**src/rtl/cmd_resp_capture.sv**
```systemverilog
module cmd_resp_capture #(
  parameter int NWORDS = 9,
  parameter int IDX_W  = 6,
  parameter int ARG_W  = 32
) (
  input  logic               clk,
  input  logic               rst_n,
  input  logic               cfg_wr,
  input  logic [1:0]         cfg_type,
  input  logic               cfg_data_en,
  input  logic               idx_wr,
  input  logic [IDX_W-1:0]   idx_data,
  input  logic               arg_hi_wr,
  input  logic               arg_lo_wr,
  input  logic [ARG_W/2-1:0] arg_wdata,
  input  logic               issue,
  input  logic               rsp_valid,
  input  logic [7:0]         rsp_byte,
  input  logic               rsp_last,
  input  logic               pop,
  input  logic               end_clr,
  output logic [15:0]        resp_word,
  output logic [IDX_W:0]     idx_rd,
  output logic [ARG_W/2-1:0] arg_hi_rd,
  output logic [ARG_W/2-1:0] arg_lo_rd,
  output logic [IDX_W-1:0]   cmd_idx,
  output logic [ARG_W-1:0]   cmd_arg,
  output logic               pend,
  output logic               busy,
  output logic               st_done,
  output logic               st_timeout,
  output logic               end_req,
  output logic               flush,
  output logic               data_start
);
  localparam int HALF   = ARG_W / 2;
  localparam int NBYTES = 2 * NWORDS;
  localparam int PW     = $clog2(NWORDS + 1);
  localparam int CW     = $clog2(NBYTES) + 2;

  logic [15:0]     words [NWORDS];
  logic [1:0]      cfg_type_q, cur_type;
  logic            cfg_den_q, cur_den;
  logic [CW-1:0]   cnt, need_len;
  logic [PW-1:0]   rd_ptr;
  logic [IDX_W-1:0] idx_q;
  logic [ARG_W-1:0] arg_q;

  assign need_len  = (cur_type == 2'd2) ? CW'(16) : CW'(4);
  assign resp_word = (rd_ptr < PW'(NWORDS)) ? words[rd_ptr] : 16'h0;
  assign idx_rd    = {1'b1, idx_q};
  assign cmd_idx   = idx_q;
  assign cmd_arg   = arg_q;
  assign arg_hi_rd = arg_q[ARG_W-1:HALF];
  assign arg_lo_rd = arg_q[HALF-1:0];

  always_ff @(posedge clk) begin
    if (!rst_n) begin
      cfg_type_q <= '0; cur_type <= '0; cfg_den_q <= 1'b0; cur_den <= 1'b0;
      cnt <= '0; rd_ptr <= '0; idx_q <= '0; arg_q <= '0;
      pend <= 1'b0; busy <= 1'b0; st_done <= 1'b0; st_timeout <= 1'b0;
      end_req <= 1'b0; flush <= 1'b0; data_start <= 1'b0;
      for (int i = 0; i < NWORDS; i++) words[i] <= '0;
    end else begin
      flush      <= 1'b0;
      data_start <= 1'b0;
      if (cfg_wr) begin
        cfg_type_q <= cfg_type;
        cfg_den_q  <= cfg_data_en;
        pend       <= 1'b1;
      end
      if (idx_wr)    idx_q <= idx_data;
      if (arg_hi_wr) arg_q[ARG_W-1:HALF] <= arg_wdata;
      if (arg_lo_wr) arg_q[HALF-1:0] <= arg_wdata;
      if (end_clr)   end_req <= 1'b0;
      if (pop && rd_ptr < PW'(NWORDS)) rd_ptr <= rd_ptr + 1'b1;

      if (issue) begin
        pend       <= 1'b0;
        flush      <= 1'b1;
        cnt        <= '0;
        rd_ptr     <= '0;
        st_done    <= 1'b0;
        st_timeout <= 1'b0;
        cur_type   <= cfg_type_q;
        cur_den    <= cfg_den_q;
        for (int i = 0; i < NWORDS; i++) words[i] <= '0;
        if (cfg_type_q == 2'd0) begin
          busy       <= 1'b0;
          st_done    <= 1'b1;
          end_req    <= 1'b1;
          data_start <= cfg_den_q;
        end else begin
          busy <= 1'b1;
        end
      end else if (busy && rsp_valid) begin
        for (int i = 0; i < NWORDS; i++) begin
          if (cnt == CW'(2 * i))     words[i][7:0]  <= rsp_byte;
          if (cnt == CW'(2 * i + 1)) words[i][15:8] <= rsp_byte;
        end
        if (cnt != '1) cnt <= cnt + 1'b1;
        if (rsp_last) begin
          busy    <= 1'b0;
          end_req <= 1'b1;
          if (cnt >= need_len - 1'b1) begin
            st_done    <= 1'b1;
            rd_ptr     <= '0;
            data_start <= cur_den;
          end else begin
            st_timeout <= 1'b1;
            for (int i = 0; i < NWORDS; i++) words[i] <= '0;
          end
        end
      end
    end
  end
endmodule


```
**config.mk**
```make
export PLATFORM = sky130hd
export DESIGN_NAME = cmd_resp_capture
export DESIGN_NICKNAME = d
export VERILOG_FILES = /design/src/rtl/cmd_resp_capture.sv
export SDC_FILE = /design/constraint.sdc
export NUM_CORES = 1
export LEC_CHECK = 0
export BUFFER_PORTS_ARGS = -buffer_cell sky130_fd_sc_hd__buf_2
export CORE_UTILIZATION = 45
export CTS_CLUSTER_DIAMETER = 200
export DETAILED_ROUTE_END_ITERATION = 8
export HOLD_SLACK_MARGIN = 0.08
export PLACE_DENSITY = 0.68
export SLEW_MARGIN = 20
export SYNTH_ARGS = -nofsm -noshare
export SYNTH_HDL_FRONTEND = slang
export SYNTH_SLANG_ARGS = --single-unit
export TNS_END_PERCENT = 20
```
**constraint.sdc**
```tcl
create_clock -name clk -period 6.1 [get_ports clk]
set_input_delay 0.305 -clock clk [delete_from_list [all_inputs] [get_ports clk]]
set_output_delay 0.305 -clock clk [all_outputs]
set_load 0.01 [all_outputs]
```
# After elaboration in Yosys (flattened, before gate mapping)
# Memories as Yosys holds them, arrays and structs flattened. A register that Yosys moved wholly into a read port is not among the register bits.
# Cells that the tools add are included.
[classes]
n_lt_le_gt_ge = 2
bitwise = 47
mux = 171
n_addsub = 3
eq_ne = 19
n_reduce_logical = 12
[op_table]
columns = ["op", "n"]
rows = [
  ["$mux 8", 36],
  ["$mux 16", 10],
  ["$mux 1", 119],
  ["$eq 7x4->1 const B", 8],
  ["$or 1x1->1", 45],
  ["$eq 7x3->1 const B", 4],
  ["$mux 4", 5],
  ["$eq 7x2->1 const B", 2],
  ["$eq 7x5->1 const B", 2],
  ["$add 7x1->7 const B", 1],
  ["$eq 7x1->1 const B", 1],
  ["$ge 7x7->1", 1],
  ["$logic_not 7->1", 1],
  ["$ne 7x7->1 const B", 1],
  ["$reduce_and 3->1", 2],
  ["$reduce_bool 2->1", 3],
  ["$sub 5x1->6 const B", 1],
  ["$mux 5", 1],
  ["$add 4x1->4 const B", 1],
  ["$lt 4x4->1 const B", 1],
  ["$reduce_and 2->1", 2],
  ["$eq 2x2->1 const B", 1],
  ["$logic_and 1x1->1", 2],
  ["$logic_not 2->1", 1],
  ["2 further kinds", 3],
]
[totals]
reg_bits = 62
out_inout_bits = 100
in_bits = 44
memories = 1
elab_cells = 271
ram_bits = 144
[mem_list]
columns = ["memory", "depth", "word_bits", "rd", "rd_clocked_by_memory_dff", "write_ports", "line_no", "rtl"]
rows = [
  ["words", 9, 16, 1, 1, 9, "41", "logic [15:0] words [NWORDS];"],
]

# Depth between registers and ports, before layout
# Gate-level depths: netlist of the first run.
[logic_depth]
ltp_word = 11
mapped_depth = 11
depth_no_buf = 6

# Worst setup path after synthesis of the first run
# OpenSTA, ideal clock, no wires.
[synth_path]
path_type = "reg-to-output"
startpoint = "register rd_ptr[0]"
endpoint = "output resp_word[15]"
arrival_time_ns = 1.986
required_ns = 5.795
stages_incl_launch_ff = 12
path_buffers = 5
slack_ns = 3.809
path_cell_list = "dfxtp_1 -> buf_2 -> buf_4 -> buf_2 -> inv_1 -> ha_1 -> clkbuf_1 -> clkbuf_1 -> a31oi_1 -> o21ai_0 -> o22ai_1 -> nor2_1"
[synth_between]
elab_chain_cells = 2
[synth_rtl]
columns = ["item", "line_no", "rtl"]
rows = [
  ["start, declared", "45", "logic [PW-1:0] rd_ptr;"],
  ["start signal, assigned", "76", "if (pop && rd_ptr < PW'(NWORDS)) rd_ptr <= rd_ptr + 1'b1;"],
  ["$lt 4x4->1", "50", "assign resp_word = (rd_ptr < PW'(NWORDS)) ? words[rd_ptr] : 16'h0;"],
  ["$mux 16", "50", ""],
  ["end, declared", "22", "output logic [15:0] resp_word,"],
]
# Every way passes these cells.

# Final worst setup path of the first run
[layout_path]
startpoint = "register rd_ptr[0]"
endpoint = "output resp_word[14]"
# Same word-level chain as after synthesis.

==> results.cfg, run 1 <==
[timing]
finalSetupViolations = 0
tightest_slew_ns = 0.8775
fin_crit_sh_pct = 52.37
finalCriticalPeriod_ns = 3.195
clock_skew_ns = 0.007862
rsz0062_at_grt = false
fmax_ghz = 0.3130
hold_viol = 0
slew-limit-headroom_pct = 41.50
drv_slew = 0
finalSetupTns_ns = 0

[global_route]
grt_usage_pct = 20.15
antenna_found_initial = 0
grt_pass1_wl_microns = 35330
overflow = 0
grt_max_degree = 83
grt_pass1_vias = 6722

[setup_path]
cp_slowest_cell = buf_4
critPathMaxStageDelay_ns = 0.66
critPathKind = flip-flop to primary output
start_kind = flip-flop
cp_cell_sequence = buf_4, mux2_2, a2111oi_0, a21oi_1, buf_2
reg2regPathDepth = 6
cp_data_required_time_ns = 5.79
cp_max_fo = 47
crit_arrival_ns = 2.89
cp-end-kind = primary output

[place]
port_buffers = 142
place_hpwl_microns = 14260
globalplace.congestion = 0.8006
dpl.cell_count = 1276

[yosys]
syn-num-nets = 1023
synth_edf_count = 8
synth_cell_type_count = 54
synth_ff_type = dfxtp_1
yosysMostFrequentCell = mux2i_1
synth_seq_cells = 206
yosys-top-cells-area = dfxtp_1 41%, mux2i_1 21%, nor2_1 6.1%, buf_4 4.7%, mux2_2 3.7%
netlist_area_sq_mm = 0.009630
async_reset_ff_share_pct = 0
syn_area_per_cell_sq_um = 9.918
yosysTopAreaCell = dfxtp_1
ys_seq_area_share_pct = 43.65
synth-warning-count = 0
post-synth-top-area-fraction_pct = 41.16
yosys-top-cells-count = 206 x mux2i_1, 198 x dfxtp_1, 156 x nor2_1
synth_cells = 971

[drt]
route.detailed.drc = 0
ant_nets = 0
route.vias.total = 7129
drt-initial-drc-count = 344
wl_per_cell_microns = 16.91
vias_per_cell = 5.364
wl_microns = 22470
dr.pass1.iters = 5

[final_layout]
fin_cells = 1329
syn_to_final_growth_pct = 12.76
insertedDiodeCount = 0
fin_util_pct = 51.66
layout-drive-gt1-share_pct = 21.73
fin_nets = 1092

[die]
pin_count = 144
die_x_microns = 148.3
dieArea_sq_mm = 0.02199
core_area_sq_mm = 0.02102
initial_core_util_pct = 45.81
die_h_microns = 148.3
fp-row-count = 53

[run]
cap_violations = 0

[clock_network]
cts-hold-fix-buffers = 14
post_cts_resize_count = 0
insertion_delay_ns = 0.49
clk_path_buf_depth = 3
htree_levels = 1
clk_pin_slew_ns = 0.05
cts_root_buf = clkbuf_16
postCtsSetupRepairBufs = 0
clock-sinks = 206
cts_tree = built
cts_made_buffers = 23

[power]
p_leak_nw = 4.898
powerDensity_mw_per_mm2 = 263.4
power.internal_mw = 2.218
seq_power_share_pct = 48.7
switching_power_mw = 0.6423
peakVddDrop_mv = 0.1791
combPwrFrac_pct = 6.7
swShare_pct = 22.45
clkPwrFrac_pct = 44.6

[hold_path]
min_path_type = input pin to flip-flop
holdPathStages = 3

[status]
outcome = finished clean
[cell type report]
class	count	area [sq um]
inverter	4	15.01
sequential	206	4208
tap	275	344.1
clock buffer	38	691.9
timing repair buffer	162	895.9
clock inverter	1	5.005
fill	1898	10160
multi-input combinational	643	4700
[logic make-up (layout without fill, tap and decap cells)]
kind of cell / count (synthesis) / count (layout) / synth area share, %
compound gates: 113 / 113 / 6.899
xor+xnor: 2 / 2 / 0.1819
fa+ha+maj: 8 / 8 / 1.039
buf+inv: 122 / 205 / 7.626
flops: 206 / 206 / 43.65
mux: 238 / 238 / 25.15
other cells: 1 / 1 / 0.03894
simple gates: 281 / 281 / 15.41
[metrics by stage]
| step | setup slack (ns) | area (sq um) | power (mW) | hold WS (ns) |
|---|---|---|---|---|
| 5_1_grt | 2.766 | 10860 | 2.965 | 0.09870 |
| 3_3_place_gp | 3.364 | 10020 | 1.607 | 0.4325 |
| 6_report | 2.905 | 10860 | 2.861 | 0.09023 |
| 4_1_cts | 2.832 | 10860 | 2.894 | 0.08005 |
| 2_1_floorplan | 3.809 | 9630 | 1.561 | 0.4257 |
| 3_5_place_dp | 3.316 | 10020 | 1.608 | 0.4439 |
[per-layer routing]
metal  global-route usage (%)  share of wire (%)  up-vias
met3                    2.485                4.6       47
li1                         -                  -     3453
met2                    36.20                 50      191
met5                        0                  0        -
met1                    24.72                 43     3438
met4                    6.907                2.5        0
[final timing paths]
path	start	endpoint	slack [ns]
max	rd_ptr[0]	resp_word[14]	2.91
min	cfg_type[1]	cfg_type_q[1]	0.09
max reg2reg	cnt[2]	words[8][14]	3.37
min reg2reg	st_timeout	st_timeout	0.46
[flip-flops by register name, summed over array words and instances (netlist names), 2 cells and up]
name / cells
cnt: 7
rd_ptr: 4
cfg_type_q: 2
cmd_arg: 32
words: 144
cur_type: 2
cmd_idx: 6
[power by group through the flow]
stage	logic, mW	clock network (mW)	registers (mW)
6_report	0.191	1.27	1.39
5_1_grt	0.206	1.36	1.40
4_1_cts	0.192	1.31	1.39
3_5_place_dp	0.185	0	1.42
3_3_place_gp	0.184	0	1.42
2_1_floorplan	0.135	0	1.43
[placed cells by master (no fill, tap or decap), types with 5 or more instances in the layout]
master | synthesis | routed
nand2b_1 | 6 | 6
nand2_1 | 13 | 13
o21ai_0 | 33 | 33
edfxtp_1 | 8 | 8
buf_2 | 21 | 142
buf_4 | 60 | 6
dfxtp_1 | 198 | 197
clkbuf_8 | 0 | 6
o21ai_1 | 5 | 5
nor2b_1 | 46 | 46
nand4_1 | 9 | 9
a31oi_1 | 19 | 19
o22ai_1 | 15 | 15
a21oi_1 | 27 | 27
and2_1 | 10 | 10
mux2_2 | 32 | 32
ha_1 | 8 | 8
mux2i_1 | 206 | 206
clkbuf_1 | 33 | 9
and3_1 | 5 | 5
nor2_1 | 156 | 156
dlygate4sd3_1 | 0 | 14
clkbuf_16 | 0 | 23
nand3_4 | 8 | 8
[critical path, delay by kind of cell, from the launching register on]
family	cells	cell delay, ns
buf+inv	2	0.83
compound gates	2	0.58
flops	1	0.56
mux	1	0.40
(Power assumes the default switching activity.)
==> run 2, diff against run 1 <==
- PLACE_DENSITY: 0.68 -> 0.71
- clock period: 6.1 -> 2.6 ns (I/O delays scaled with it)
==> run 2 against run 1 <==
Wire length up 0.72%. Design area up 4.3%. First-iteration DRC count up 34%. Cell count up 3.2%. Sequential share of layout area down 1.6 points. Setup slack worse by 2.7 ns. Via count down 0.32%. Critical path depth unchanged. Critical endpoint unchanged.
==> results.cfg, run 2 (synthesis gave the netlist of run 1 again) <==
[global_route]
antenna_found_initial = 0
grt_max_degree = 129
grt_usage_pct = 20.62
grt_pass1_wl_microns = 36600
overflow = 0
grt_pass1_vias = 6914

[drt]
vias_per_cell = 5.183
wl_microns = 22640
route.vias.total = 7106
ant_nets = 0
wl_per_cell_microns = 16.51
dr.pass1.iters = 5
drt-initial-drc-count = 462
route.detailed.drc = 0

[clock_network]
postCtsSetupRepairBufs = 0
clock-sinks = 206
insertion_delay_ns = 0.51
clk_pin_slew_ns = 0.06
cts_tree = built
cts_made_buffers = 24
htree_levels = 1
cts_root_buf = clkbuf_16
clk_path_buf_depth = 3

[die]
fp-row-count = 53
core_area_sq_mm = 0.02102
initial_core_util_pct = 45.81
pin_count = 144
die_h_microns = 148.3
dieArea_sq_mm = 0.02199
die_x_microns = 148.3

[power]
p_leak_nw = 5.114
peakVddDrop_mv = 0.4572
powerDensity_mw_per_mm2 = 612.6

[timing]
hold_viol = 0
clock_skew_ns = 0.008429
slew-limit-headroom_pct = 56.49
fmax_ghz = 0.4211
drv_slew = 0
setup_ws_ns = 0.2253
fin_crit_sh_pct = 91.34
tightest_slew_ns = 0.6492
finalSetupViolations = 0
finalCriticalPeriod_ns = 2.375
rsz0062_at_grt = false
finalSetupTns_ns = 0

[place]
globalplace.congestion = 0.7642
pre_cts_ws_ns = 0.4635
port_buffers = 142
place_hpwl_microns = 13710

[hold_path]
min_path_type = input pin to flip-flop
holdPathStages = 3
min-delay-start = rsp_byte[7]
min_to = words[8][7]

[setup_path]
rrSetupSlack_ns = 0.44
rr_endpoint = words[7][3]
cp-end-kind = primary output
crit_arrival_ns = 2.24
critPathKind = flip-flop to primary output
reg2regPathDepth = 6
rr_startpoint = cnt[2]
cp_max_fo = 34
cp_data_required_time_ns = 2.47
start_kind = flip-flop

[final_layout]
regMostFlops = words
syn_to_final_growth_pct = 17.55
largest_reg_flops = 144
layout_common_cells = 206 x mux2i_1, 197 x dfxtp_1, 156 x nor2_1, 142 x buf_2, 46 x nor2b_1
final_common_cell = mux2i_1
insertedDiodeCount = 0
fill_cells = 1820
layout-drive-gt1-share_pct = 22.54
fin_nets = 1133

[run]
cap_violations = 0

[status]
outcome = finished clean
-- run 2: cell count changes in the layout (fill, tap and decap cells not counted), moves of 2 or more --
cell,previous run,this run
buf_4,6,17
clkbuf_1,9,7
clkbuf_16,23,26
clkbuf_8,6,4
clkinv_2,1,3
dlygate4sd3_1,14,40
-- run 2: final cells by class --
cell class | count | area, sq um | share of cell area [%]
Clock buffer | 36 | 706.9 | 6.244
Clock inverter | 5 | 32.53 | 0.2874
Inverter | 4 | 15.01 | 0.1326
Multi-Input combinational cell | 643 | 4703 | 41.54
Sequential cell | 206 | 4208 | 37.17
Tap cell | 275 | 344.1 | 3.039
Timing Repair Buffer | 202 | 1311 | 11.58
-- run 2: repair_timing --
action / CTS / global route
gates cloned: 0 / 1
endpoints found under the setup margin: 1 / 1
endpoints found under the hold margin: 54 / 0
gates resized for setup: 1 / 2
hold buffers: 40 / 0
-- run 2: per-layer routing --
| metal | global-route usage, % | part of all wire, % | wire length, microns | vias to the layer above |
|---|---|---|---|---|
| met5 | 0 | 0 | 0 | - |
| met4 | 6.237 | 2.1 | 469 | 0 |
| met3 | 2.945 | 4.7 | 1074 | 39 |
| met2 | 35.80 | 48 | 10750 | 185 |
| met1 | 26.38 | 46 | 10340 | 3349 |
| li1 | - | - | - | 3533 |
-- run 2: through the flow --
step	instances	utilization, %	hold WS, ns	power [mW]	area (sq um)
global placement	1289	48.26	0.3862	3.775	10140
finish	1371	53.85	0.1012	6.935	11320
floorplan	971	-	0.2507	3.663	9630
detailed placement	1289	48.26	0.3968	3.778	10140
CTS	1370	53.69	0.08666	6.972	11290
global route	1371	53.85	0.1278	7.189	11320
-- run 2: power by group --
part / leakage, nW / internal [mW] / switching, mW
clock network: 0.365 / 1.87 / 1.29
logic: 3.05 / 0.224 / 0.286
registers: 1.69 / 3.23 / 0.0385
total: 5.11 / 5.32 / 1.61
-- run 2: critical path, cell delays in order (launching register included) --
cell	delay (ns)
dfxtp_4	0.41
buf_16	0.25
mux2_2	0.38
a2111oi_1	0.39
a21oi_1	0.12
buf_2	0.18
-- run 2: how the worst max path moves through the flow --
stage | start | end | slack, ns
finish | rd_ptr[0] | resp_word[14] | 0.23
global route | rd_ptr[1] | resp_word[15] | 0.04
CTS | rd_ptr[0] | resp_word[14] | 0.07
detailed placement | cnt[5] | words[6][11] | 0.46
global placement | cnt[5] | words[6][8] | 0.48
floorplan | rd_ptr[0] | resp_word[15] | 0.48
==> run 3, diff against run 2 <==
- PLACE_DENSITY: 0.71 -> 0.64
==> run 3 against run 2 <==
Critical path type unchanged. Largest cell class unchanged. Non-clock buffer count up 3. Wire length up 1.3%. First-iteration DRC count down 29%.
==> results.cfg, run 3 (synthesis gave the netlist of run 1 again) <==
[status]
outcome = finished clean

[power]
p_leak_nw = 5.139
power.internal_mw = 5.360
swShare_pct = 22.70
powerDensity_mw_per_mm2 = 610.8
combPwrFrac_pct = 7.4
clkPwrFrac_pct = 45.6
switching_power_mw = 1.574
peakVddDrop_mv = 0.3779
seq_power_share_pct = 47.1

[drt]
ant_nets = 0
wl_per_cell_microns = 16.69
vias_per_cell = 5.178
wl_microns = 22930
route.vias.total = 7114
dr.pass1.iters = 5
drt-initial-drc-count = 329
route.detailed.drc = 0

[global_route]
grt_use_met2_pct = 36.97
antenna_found_initial = 0
grt_max_degree = 100
grt_usage_pct = 20.71
grt_pass1_wl_microns = 36370
use_met1_pct = 26.12
overflow = 0
grt_pass1_vias = 6762
top_usage_layer = met2
use_met3_pct = 2.638

[hold_path]
min_path_type = input pin to flip-flop
holdPathStages = 3
min_to = words[8][0]
min-delay-start = rsp_byte[0]

[final_layout]
final_common_cell = mux2i_1
fin_util_pct = 54.01
largest_reg_flops = 144
layout_common_cells = 206 x mux2i_1, 197 x dfxtp_1, 156 x nor2_1, 142 x buf_2, 46 x nor2b_1
regMostFlops = words
syn_to_final_growth_pct = 17.89
insertedDiodeCount = 0
fin_nets = 1135
fill_cells = 1853
layout-drive-gt1-share_pct = 22.84

[clock_network]
clock-sinks = 206
cts_made_buffers = 23
htree_levels = 1
cts_root_buf = clkbuf_16
insertion_delay_ns = 0.50
clk_path_buf_depth = 3
cts_tree = built
clk_pin_slew_ns = 0.06

[die]
initial_core_util_pct = 45.81
die_h_microns = 148.3
dieArea_sq_mm = 0.02199
pin_count = 144
fp-row-count = 53
die_x_microns = 148.3
core_area_sq_mm = 0.02102

[place]
port_buffers = 142
place_hpwl_microns = 14270
globalplace.congestion = 0.7430

[timing]
hold_viol = 0
finalSetupTns_ns = 0
fin_crit_sh_pct = 94.47
rsz0062_at_grt = false
fmax_ghz = 0.4071
slew-limit-headroom_pct = 53.21
finalCriticalPeriod_ns = 2.456
finalSetupViolations = 0
tightest_slew_ns = 0.6981
hold_ws_ns = 0.1140
clock_skew_ns = 0.005065
drv_slew = 0

[setup_path]
reg2regPathDepth = 7
rr_startpoint = cur_type[0]
cp-end-kind = primary output
start_kind = flip-flop
crit_arrival_ns = 2.33
cp_data_required_time_ns = 2.47
critPathKind = flip-flop to primary output
cp_max_fo = 34
rr_endpoint = words[4][4]
rrSetupSlack_ns = 0.46

[run]
cap_violations = 0
-- run 3: cell types whose count changed in the layout (fill, tap and decap cells not counted), sizes merged --
cell,previous run,this run
buf,161,163
clkbuf,37,39
clkinv,4,3
dlygate4sd3,40,41
inv,5,4
-- run 3: final cells by class --
cell class	count	area, sq um	area share (%)
Sequential cell	206	4208	37.06
Clock buffer	38	732.0	6.447
Inverter	4	15.01	0.1322
Multi-Input combinational cell	643	4703	41.43
Clock inverter	3	15.01	0.1322
Timing Repair Buffer	205	1336	11.77
Tap cell	275	344.1	3.031
-- run 3: per-stage QoR --
| stage | cell area, sq um | setup WS, ns | std cells | total power [mW] |
|---|---|---|---|---|
| global route | 11350 | 0.07769 | 1374 | 7.201 |
| floorplan | 9630 | 0.4844 | 971 | 3.663 |
| detailed placement | 10160 | 0.4837 | 1291 | 3.783 |
| finish | 11350 | 0.1439 | 1374 | 6.934 |
| global placement | 10160 | 0.4878 | 1291 | 3.781 |
| CTS | 11320 | 0.003130 | 1373 | 7.009 |
-- run 3: repair_timing --
action	in CTS	in global routing
buffers inserted	0	0
setup endpoints to repair	1	1
gates resized for setup	1	2
cloned	0	1
hold buffers	41	0
hold endpoints to repair	53	0
-- run 3: worst max path at each step --
stage | start | to | depth (start not counted)
2_1_floorplan | rd_ptr[0] | resp_word[15] | 11
3_3_place_gp | cur_type[0] | words[3][2] | 7
3_5_place_dp | cur_type[0] | words[4][4] | 7
4_1_cts | rd_ptr[0] | resp_word[14] | 6
5_1_grt | rd_ptr[0] | resp_word[14] | 6
6_report | rd_ptr[0] | resp_word[14] | 6
-- run 3: critical path, stage by stage (launching register included) --
cell and delay (ns):
dfxtp_4 0.40, buf_16 0.26, mux2i_1 0.29, nor2_1 0.09
a2111oi_1 0.47, a21oi_1 0.12, buf_2 0.17
-- run 3: power by group through the flow --
stage | combinational (mW) | sequential (mW) | clock [mW]
3_5_place_dp | 0.452 | 3.33 | 0
4_1_cts | 0.505 | 3.26 | 3.24
3_3_place_gp | 0.450 | 3.33 | 0
6_report | 0.510 | 3.26 | 3.16
5_1_grt | 0.550 | 3.27 | 3.38
2_1_floorplan | 0.316 | 3.35 | 0
-- run 3: metal layers --
layer	vias to the layer above	share of wire, %
li1	3538	-
met1	3374	44
met2	168	49
met3	34	5.0
met4	0	1.7
met5	-	0
